### config.mk
export PLATFORM = sky130hd
export DESIGN_NAME = sat_mac40
export DESIGN_NICKNAME = d
export VERILOG_FILES = /design/src/rtl/mac_pkg.sv /design/src/rtl/mac_product.sv /design/src/rtl/mac_accum.sv /design/src/rtl/mac_repeat.sv /design/src/rtl/sat_mac40.sv
export SDC_FILE = /design/constraint.sdc
export NUM_CORES = 1
export LEC_CHECK = 0
export ABC_AREA = 0
export CORE_UTILIZATION = 35
export CTS_CLUSTER_DIAMETER = 200
export CTS_CLUSTER_SIZE = 20
export DETAILED_ROUTE_END_ITERATION = 12
export HOLD_SLACK_MARGIN = 0.03
export PLACE_DENSITY = 0.53
export SETUP_SLACK_MARGIN = 0.4
export SLEW_MARGIN = 0
export SYNTH_ARGS = -nofsm -noshare
export SYNTH_HDL_FRONTEND = slang
export SYNTH_SLANG_ARGS = --single-unit
### constraint.sdc
create_clock -name clk -period 29.7 [get_ports clk]
set_clock_uncertainty 0.05 [all_clocks]
set_input_delay 8.91 -clock clk [delete_from_list [all_inputs] [get_ports clk]]
set_output_delay 8.91 -clock clk [all_outputs]
set_load 0.005 [all_outputs]
### src/rtl/mac_pkg.sv
package mac_pkg;

    localparam int DEF_OP_W    = 16;
    localparam int DEF_ACC_W   = 40;
    localparam int DEF_MAX_RPT = 8196;

    // How the product is shaped before accumulation
    typedef enum logic [1:0] {
        PM_PLAIN = 2'd0,
        PM_NEG   = 2'd1,
        PM_RND   = 2'd2
    } prod_mode_e;

    // Which value the saturation stage selects
    typedef enum logic [1:0] {
        SAT_PASS = 2'd0,
        SAT_HIGH = 2'd1,
        SAT_LOW  = 2'd2
    } sat_sel_e;

    typedef struct packed {
        logic neg;
        logic rnd;
        logic sat;
        logic clr;
    } mac_ctl_t;

    // Negation has priority over rounding
    function automatic prod_mode_e pick_mode(input logic neg, input logic rnd);
        if (neg)
            return PM_NEG;
        else if (rnd)
            return PM_RND;
        else
            return PM_PLAIN;
    endfunction

endpackage

### src/rtl/mac_product.sv
module mac_product #(
    parameter int OP_W  = mac_pkg::DEF_OP_W,
    parameter int ACC_W = mac_pkg::DEF_ACC_W
) (
    input  logic signed [OP_W-1:0]  op_a,
    input  logic signed [OP_W-1:0]  op_b,
    input  mac_pkg::prod_mode_e     mode,
    output logic [ACC_W-1:0]        term
);
    localparam int PW = 2 * OP_W;
    localparam logic [ACC_W-1:0] HALF_LSB = ACC_W'(1) << (OP_W - 1);
    localparam logic [ACC_W-1:0] KEEP_HI  = ~((ACC_W'(1) << OP_W) - ACC_W'(1));

    logic signed [PW-1:0] prod;
    logic [ACC_W-1:0]     wide;
    logic [ACC_W-1:0]     rounded;
    logic [ACC_W-1:0]     negated;

    assign prod = op_a * op_b;

    // Sign extension into the guard bits, only when guard bits exist
    generate
        if (ACC_W > PW) begin : g_guard
            assign wide = {{(ACC_W - PW){prod[PW-1]}}, prod};
        end else begin : g_noguard
            assign wide = prod[ACC_W-1:0];
        end
    endgenerate

    assign rounded = (wide + HALF_LSB) & KEEP_HI;
    assign negated = ACC_W'(0) - wide;

    always_comb begin
        unique case (mode)
            mac_pkg::PM_NEG: term = negated;
            mac_pkg::PM_RND: term = rounded;
            default:         term = wide;
        endcase
    end

endmodule

### src/rtl/mac_accum.sv
module mac_accum #(
    parameter int ACC_W = mac_pkg::DEF_ACC_W,
    parameter int SAT_W = 2 * mac_pkg::DEF_OP_W
) (
    input  logic             clk,
    input  logic             rst,
    input  logic             upd,
    input  logic             clr,
    input  logic             sat,
    input  logic [ACC_W-1:0] term,
    output logic [ACC_W-1:0] acc
);
    localparam int GW = ACC_W - SAT_W + 2;
    localparam logic signed [ACC_W:0] POS_LIM = {{GW{1'b0}}, {(SAT_W-1){1'b1}}};
    localparam logic signed [ACC_W:0] NEG_LIM = {{GW{1'b1}}, {(SAT_W-1){1'b0}}};

    logic [ACC_W-1:0]       base;
    logic signed [ACC_W:0]  sum;
    mac_pkg::sat_sel_e      sel;
    logic [ACC_W-1:0]       nxt;

    assign base = clr ? '0 : acc;
    assign sum  = $signed({base[ACC_W-1], base}) + $signed({term[ACC_W-1], term});

    always_comb begin
        sel = mac_pkg::SAT_PASS;
        if (sat) begin
            if (sum > POS_LIM)
                sel = mac_pkg::SAT_HIGH;
            else if (sum < NEG_LIM)
                sel = mac_pkg::SAT_LOW;
        end
    end

    always_comb begin
        unique case (sel)
            mac_pkg::SAT_HIGH: nxt = POS_LIM[ACC_W-1:0];
            mac_pkg::SAT_LOW:  nxt = NEG_LIM[ACC_W-1:0];
            default:           nxt = sum[ACC_W-1:0];
        endcase
    end

    always_ff @(posedge clk) begin
        if (rst)
            acc <= '0;
        else if (upd)
            acc <= nxt;
    end

endmodule

### src/rtl/mac_repeat.sv
module mac_repeat #(
    parameter int MAX_RPT = mac_pkg::DEF_MAX_RPT,
    parameter int CNT_W   = $clog2(MAX_RPT + 1)
) (
    input  logic             clk,
    input  logic             rst,
    input  logic             hold,
    input  logic             load,
    input  logic [CNT_W-1:0] count,
    input  logic             step,
    output logic             done
);
    localparam logic [CNT_W-1:0] LIMIT = CNT_W'(MAX_RPT);

    logic [CNT_W-1:0] remaining;
    logic [CNT_W-1:0] loaded;
    logic [CNT_W-1:0] base;
    logic             take;

    assign loaded = (count > LIMIT) ? LIMIT : count;
    assign base   = load ? loaded : remaining;
    assign take   = step && (base != '0);

    always_ff @(posedge clk) begin
        if (rst) begin
            remaining <= '0;
            done      <= 1'b0;
        end else if (hold) begin
            done      <= 1'b0;
        end else begin
            remaining <= base - CNT_W'(take);
            done      <= take && (base == CNT_W'(1));
        end
    end

endmodule

### src/rtl/sat_mac40.sv
module sat_mac40 #(
    parameter int OP_W    = mac_pkg::DEF_OP_W,
    parameter int ACC_W   = mac_pkg::DEF_ACC_W,
    parameter int MAX_RPT = mac_pkg::DEF_MAX_RPT,
    localparam int CNT_W  = $clog2(MAX_RPT + 1)
) (
    input  logic             clk,
    input  logic             rst,
    input  logic             opnd_valid,
    input  logic [OP_W-1:0]  opnd_a,
    input  logic [OP_W-1:0]  opnd_b,
    input  logic             ctl_neg,
    input  logic             ctl_rnd,
    input  logic             ctl_sat,
    input  logic             ctl_clr,
    input  logic             rpt_load,
    input  logic [CNT_W-1:0] rpt_count,
    input  logic             hold,
    output logic [ACC_W-1:0] acc_out,
    output logic             done
);
    localparam int SAT_W = 2 * OP_W;

    mac_pkg::mac_ctl_t   ctl;
    mac_pkg::prod_mode_e mode;
    logic [ACC_W-1:0]    term;
    logic [ACC_W-1:0]    term_g;
    logic                accept;
    logic                upd;

    assign ctl    = '{neg: ctl_neg, rnd: ctl_rnd, sat: ctl_sat, clr: ctl_clr};
    assign mode   = mac_pkg::pick_mode(ctl.neg, ctl.rnd);
    assign accept = opnd_valid && !hold;
    assign upd    = !hold && (opnd_valid || ctl.clr);
    assign term_g = opnd_valid ? term : '0;

    mac_product #(
        .OP_W  (OP_W),
        .ACC_W (ACC_W)
    ) u_prod (
        .op_a (opnd_a),
        .op_b (opnd_b),
        .mode (mode),
        .term (term)
    );

    mac_accum #(
        .ACC_W (ACC_W),
        .SAT_W (SAT_W)
    ) u_acc (
        .clk  (clk),
        .rst  (rst),
        .upd  (upd),
        .clr  (ctl.clr),
        .sat  (ctl.sat),
        .term (term_g),
        .acc  (acc_out)
    );

    mac_repeat #(
        .MAX_RPT (MAX_RPT),
        .CNT_W   (CNT_W)
    ) u_rpt (
        .clk   (clk),
        .rst   (rst),
        .hold  (hold),
        .load  (rpt_load),
        .count (rpt_count),
        .step  (accept),
        .done  (done)
    );

endmodule

* Yosys cells after proc, flatten, opt, wreduce, memory -nomap -nowiden *
Index checks and enable logic that the tools add are counted.

cells by class
  add/subtract/negate cells = 4
  $mul = 1
  divide/modulo/power cells = 0
  $lt $le $gt $ge = 3
  eq/ne operators = 5
  shifts and indexed selects = 0
  multiplexer cells = 11
  bitwise gates (word level) = 0
  reductions and logical operators = 8

operators by type and width
  cell                    number
  $pmux 40 s2             2
  $mux 40                 2
  $add 40x40->41          1
  $gt 41x32->1 const B    1
  $lt 41x32->1 const B    1
  $add 32x17->33 const B  1
  $sub 1x32->33 const A   1
  $mul 16x16->32          1
  $mux 14                 2
  $eq 14x1->1 const B     1
  $gt 14x14->1 const B    1
  $reduce_bool 14->1      1
  $sub 14x1->14           1
  $mux 2                  5
  $eq 2x1->1 const B      2
  $eq 2x2->1 const B      2
  $logic_and 1x1->1       4
  $reduce_or 2->1         1
  $logic_not 1->1         1
  $logic_or 1x1->1        1

storage, ports and cells
  flip-flop bits (word level) = 55
  latch bits = 0
  RAM bits = 0
  bits in read-only memories = 0
  input port bits = 55
  memories = 0

* Logic depth before layout (Yosys ltp) *
  word-level depth = 12
  gate-level depth with buffers = 47
  gate-level depth less buffers = 44

* Modules after synthesis *
Synthesis repeated with hierarchy kept, for this count alone.

second synthesis, totals
  cells, all modules = 2235
  area total of the unflattened synthesis = 18162.4 sq um

modules (own cells, without submodules)
  module       times used  cells each  area an instance (sq um)
  mac_product  1           1428        12047.8
  mac_accum    1           599         4556.9
  mac_repeat   1           161         1265.0
  sat_mac40    1           47          292.8

* Worst setup path before layout *
OpenSTA, ideal clock, no wires.

  kind = input port to flip-flop
  from = in opnd_a[15]
  to = reg u_acc.acc[10]
  setup time = 0.086 ns
  data arrival time = 19.355 ns
  required time = 29.564 ns
  setup slack = 10.209 ns
  stages = 41
  cells stage by stage = clkbuf_1 > nand2_1 > fa_1 > inv_1 > fa_1 > fa_1 > fa_1 > fa_1 > inv_1 > fa_1 > inv_1 > ha_1 > buf_2 > and2_1 > a221o_1 > a2111oi_2 > a211oi_1 > a211oi_4 > (+5 left out) > a21oi_1 > ha_1 > clkbuf_1 > nand2_1 > or3_1 > or3b_2 > o221ai_1 > or2_2 > nand4_1 > nor3b_1 > a41oi_1 > ha_1 > clkbuf_1 > inv_1 > o211ai_2 > and2_1 > buf_2 > a211oi_1

between the ends
  longest elaborated chain between the ends = 11

ends and longest elaborated chain
  element                                          line                                  source
  from (decl)                                      sat_mac40.sv:10                       input logic [OP_W-1:0] opnd_a,
  $mul 16x16->32 (*)                               mac_product.sv:19                     assign prod = op_a * op_b;
  $sub 1x32->33 or $add 32x17->33 (tied branches)  mac_product.sv:31, mac_product.sv:30
  $pmux 40 s2 (*)                                  mac_product.sv:34                     unique case (mode)
  $mux 40 (*)                                      sat_mac40.sv:35                       assign term_g = opnd_valid ? term : '0;
  $add 40x40->41 (*)                               mac_accum.sv:23                       assign sum = $signed({base[ACC_W-1], base}) + $signed({term[ACC_W-1], term});
  $lt 41x32->1                                     mac_accum.sv:30                       else if (sum < NEG_LIM)
  $mux 2                                           mac_accum.sv:30
  $mux 2 (*)                                       mac_accum.sv:28                       if (sum > POS_LIM)
  $mux 2 (*)                                       mac_accum.sv:27                       if (sat) begin
  $eq 2x2->1 or $eq 2x1->1 (tied branches)         mac_accum.sv:36                       unique case (sel)
  $pmux 40 s2 (*)                                  mac_accum.sv:36
  to (signal assigned)                             mac_accum.sv:47                       acc <= nxt;
  to (decl)                                        mac_accum.sv:11                       output logic [ACC_W-1:0] acc

Mark *: on every way between the ends. The rest lies on a longest branch, timed or not.
A chain may end at the register's enable or synchronous reset.

* Final worst setup path *
  from = in opnd_b[4]
  to = reg u_acc.acc[19]

between the ends
  longest elaborated chain between the ends = 11

ends and longest elaborated chain
  element                                          line                                  source
  from (decl)                                      sat_mac40.sv:11                       input logic [OP_W-1:0] opnd_b,
  $mul 16x16->32 (*)                               mac_product.sv:19
  $sub 1x32->33 or $add 32x17->33 (tied branches)  mac_product.sv:31, mac_product.sv:30
  $pmux 40 s2 (*)                                  mac_product.sv:34
  $mux 40 (*)                                      sat_mac40.sv:35
  $add 40x40->41 (*)                               mac_accum.sv:23
  $lt 41x32->1                                     mac_accum.sv:30
  $mux 2                                           mac_accum.sv:30
  $mux 2                                           mac_accum.sv:28
  $mux 2                                           mac_accum.sv:27
  $eq 2x2->1 or $eq 2x1->1 (tied branches)         mac_accum.sv:36
  $pmux 40 s2 (*)                                  mac_accum.sv:36

Marked as above.

==> results summary <==
The netlist area before placement came out at 16,600 um^2. The CTS buffer count came out at 5. For this run, the register share of the synthesized area comes to 6.64%. After synthesis, the cell types taking the most area are fa_1 (32%), ha_1 (9.7%), inv_1 (7.9%). The total routing usage reported by global routing came out at 19.0%. The area of the die is 48,300 um^2. The flow ran to the end, but the final reports show violations.

The post-layout net count came out at 2,522. The final sum of negative setup slack is 0 ns. The count of different cell masters after synthesis is 86. The number of buffers between clock root and the deepest sink is 2. The routed metal-1 wire length is 20,200 um. The worst setup path is launched from a primary input. The final hold violation count is 0. The clock sink total came out at 55. The final-layout fill cell count came out at 4,887. The sum of buffers and inverters on the critical path came out at 5. The area of combinational cells with multiple inputs is 13,800 um^2. The number of global-route vias before repair came out at 14,417.

The detail route stage leaves a number of antenna-violating nets equal to 0. The final reports fail on design-rule violations. The number of H-tree levels came out at 2. The horizontal extent of the die is 220 um. The area growth from synthesis to final layout came out at 9.15%.

The number of detailed-routing iterations run before antenna repair came out at 8. The number of placement rows is 79. The number of primary I/O pins is 96.

The number of antenna violations at the first check in global routing came to 1. The met3 wire length came out at 1200 um. Yosys mapped a number of flops with a built-in enable equal to 0. The total via count in the routed design came out at 13,931. The critical path is of the in2reg type. In this run, synthesis produced a sequential element count of 55. The headroom to the max-slew limit came out at 28.3%.

In the layout the commonest cells are inv_1 (347), fa_1 (263), nand2_1 (203). In this run the worst path has a maximum fanout of 22. The later-pin clock latency in the skew report came out at 0.30 ns. The number of warnings printed during yosys synthesis came out at 0. The cell at the slowest stage of the critical path is fa_1. The HPWL after detailed placement is 36,800 um.

The area share of the largest cell type after synthesis is 31.7%. The cell count after synthesis is 2,058. The final critical-path required period is 21.20 ns. The clock slew at the register clock pins of the worst setup and hold paths is 0.07 ns. The maximum frequency from static timing analysis came out at 47.2 MHz. The count of buffers from port buffering came out at 95.

Setup repair after global routing left no endpoint under its margin. The initial utilization of the core area, before any placement, comes to 35.6%. The global placement routability congestion came out at 0.877. The maximum number of pins on one net before global-route repair came out at 56. The hold buffer count at CTS is 0. The reg2reg setup slack came out at 24.32 ns.

The worst stage delay on the critical path came out at 0.93 ns. The routed wirelength normalized by instance count is 16.5 um. The post-CTS setup-driven buffer insertion count came out at 0. The detailed-route wire length came out at 44,400 um. The share of layout cells above drive strength 1 is 2.07%.

The data required time of the worst path came out at 29.78 ns. The amount of wire on met2 after detailed routing is 22,100 um. The mean number of vias per cell came out at 5.19. The wire length of the first global-routing pass came out at 73,400 um. The number of cells on the critical path came out at 38. Counting every net in the synthesized netlist gives 2,504.

The tool flagged a number of max-cap violations equal to 0. Among the stages of the critical path, the cell type that occurs most often is fa_1. The share of synthesized flip-flops with an asynchronous set or reset is 0%. The area taken by flip-flops and latches is 1100 um^2.

The total global routing overflow is 0. The total of endpoints with negative setup slack in the final report came out at 0. Signal routing reaches up to met4. The share of the clock period used by the worst path came out at 71.4%. Data on the critical path arrives at its endpoint at 21.28 ns. The number of max-slew violations in the final report was 0. From bottom edge to top edge, the die measures 220 um.

At the pin with the least slew margin, the transition time is 1.08 ns. Counting instances, the worst hold path has a depth of 2. The number of cells upsized or downsized after cts is 0. The endpoint type of the worst setup path is a register. 0 antenna diodes ended up in the layout. The detailed router finished its first iteration with 802 violations. The worst register-to-register path has a depth of 18. The most used flip-flop cell after synthesis is dfxtp_1. The cell family contributing the most delay on the critical path is adder cells. The core region is 46,700 um^2. The mean cell area of the mapped netlist came out at 8.06 um^2. Leaving out fill and tap cells, the most frequent cell in the layout is inv_1. In this run the worst hold path is classified as reg2reg.

The clock tree from TritonCTS is yes. The DRC violation count after routing is 8. The biggest area contributor in the post-synthesis netlist is fa_1.

The tree is rooted in a clkbuf_16.
final cells by class:
class,instances,share of cell area [%]
multi-input cells,1567,76.2
inverters,348,7.22
flip-flops and latches,55,6.08
repair buffers,99,5.39
well taps,607,4.20
clock buffers,6,0.767
clock inverters,2,0.194
Yosys cell counts, drive strengths merged, types with 3 or more instances:
| library cell | instances |
|---|---|
| or3 | 8 |
| o21ai | 72 |
| o21a | 10 |
| o211ai | 10 |
| and3 | 14 |
| fa | 263 |
| buf | 16 |
| nor4 | 9 |
| nor2 | 145 |
| a41oi | 9 |
| a211o | 8 |
| xnor2 | 67 |
| nor3b | 3 |
| nand3 | 38 |
| nand2b | 14 |
| a211oi | 41 |
| a2111o | 4 |
| and4 | 4 |
| ha | 128 |
| mux2i | 4 |
| a311oi | 5 |
| inv | 347 |
| dfxtp | 55 |
| clkbuf | 72 |
| a21oi | 116 |
| nand2 | 203 |
| o21bai | 4 |
| o31ai | 3 |
| a221oi | 4 |
| nor2b | 51 |
| a21o | 40 |
| and2 | 137 |
| a31oi | 18 |
| nand3b | 6 |
| nand4 | 17 |
| or2 | 8 |
| a22oi | 11 |
| xor2 | 24 |
| o221ai | 3 |
| a22o | 3 |
| nor3 | 29 |
layer usage:
layer | up-vias | global-route usage (%)
li1 | 6700 | -
met1 | 6949 | 25.5
met2 | 232 | 33.4
met3 | 50 | 1.17
met4 | 0 | 3.77
met5 | - | 0
state kept, by name (all words and copies together) (netlist names):
name	flops
u_rpt.done	1
u_acc.acc	40
u_rpt.remaining	14
stage by stage:
step	cell area (um^2)	utilization, %	std cells	hold slack, ns	setup WS, ns
2_1_floorplan	16600	-	2058	0.400	10.21
3_3_place_gp	17900	38.4	2676	0.410	8.52
3_5_place_dp	17900	38.4	2676	0.420	8.18
4_1_cts	18100	38.8	2684	0.430	8.47
5_1_grt	18100	38.8	2684	0.451	7.65
6_report	18100	38.8	2684	0.432	8.50
final timing paths:
kind	startpoint	to
setup / recovery	opnd_b[4]	u_acc.acc[19]
hold / removal	u_rpt.remaining[12]	u_rpt.remaining[12]
setup reg to reg	u_acc.acc[0]	u_acc.acc[19]
hold reg to reg	u_rpt.remaining[12]	u_rpt.remaining[12]
worst register-to-register path, cell delays in order (launching register included):
cell	delay, ns
dfxtp_1	0.33
nor2b_1	0.13
ha_1	0.23
fa_1	0.44
a211oi_1	0.24
nor3_1	0.12
o21ai_0	0.57
a21boi_1	0.18
o2111ai_1	0.48
nand2_1	0.16
a21oi_1	0.21
xnor2_1	0.17
nor3b_1	0.21
a41oi_1	0.15
ha_1	0.33
inv_1	0.07
o211ai_2	0.17
and2_1	0.80
a211oi_1	0.18
kinds of logic after synthesis:
group                    after synthesis  share of synthesized area (%)
AND/OR/NAND/NOR                      697                           21.0
buffers and inverters                436                           10.3
adder cells (fa/ha/maj)              391                           41.4
AO/OA/AOI/OAI                        384                           15.6
XOR/XNOR                              91                           4.90
flip-flops                            55                           6.64
multiplexers                           4                          0.241
Power is not shown: default switching activity piles up to over one toggle a cycle in this logic, so the estimate is an artifact.
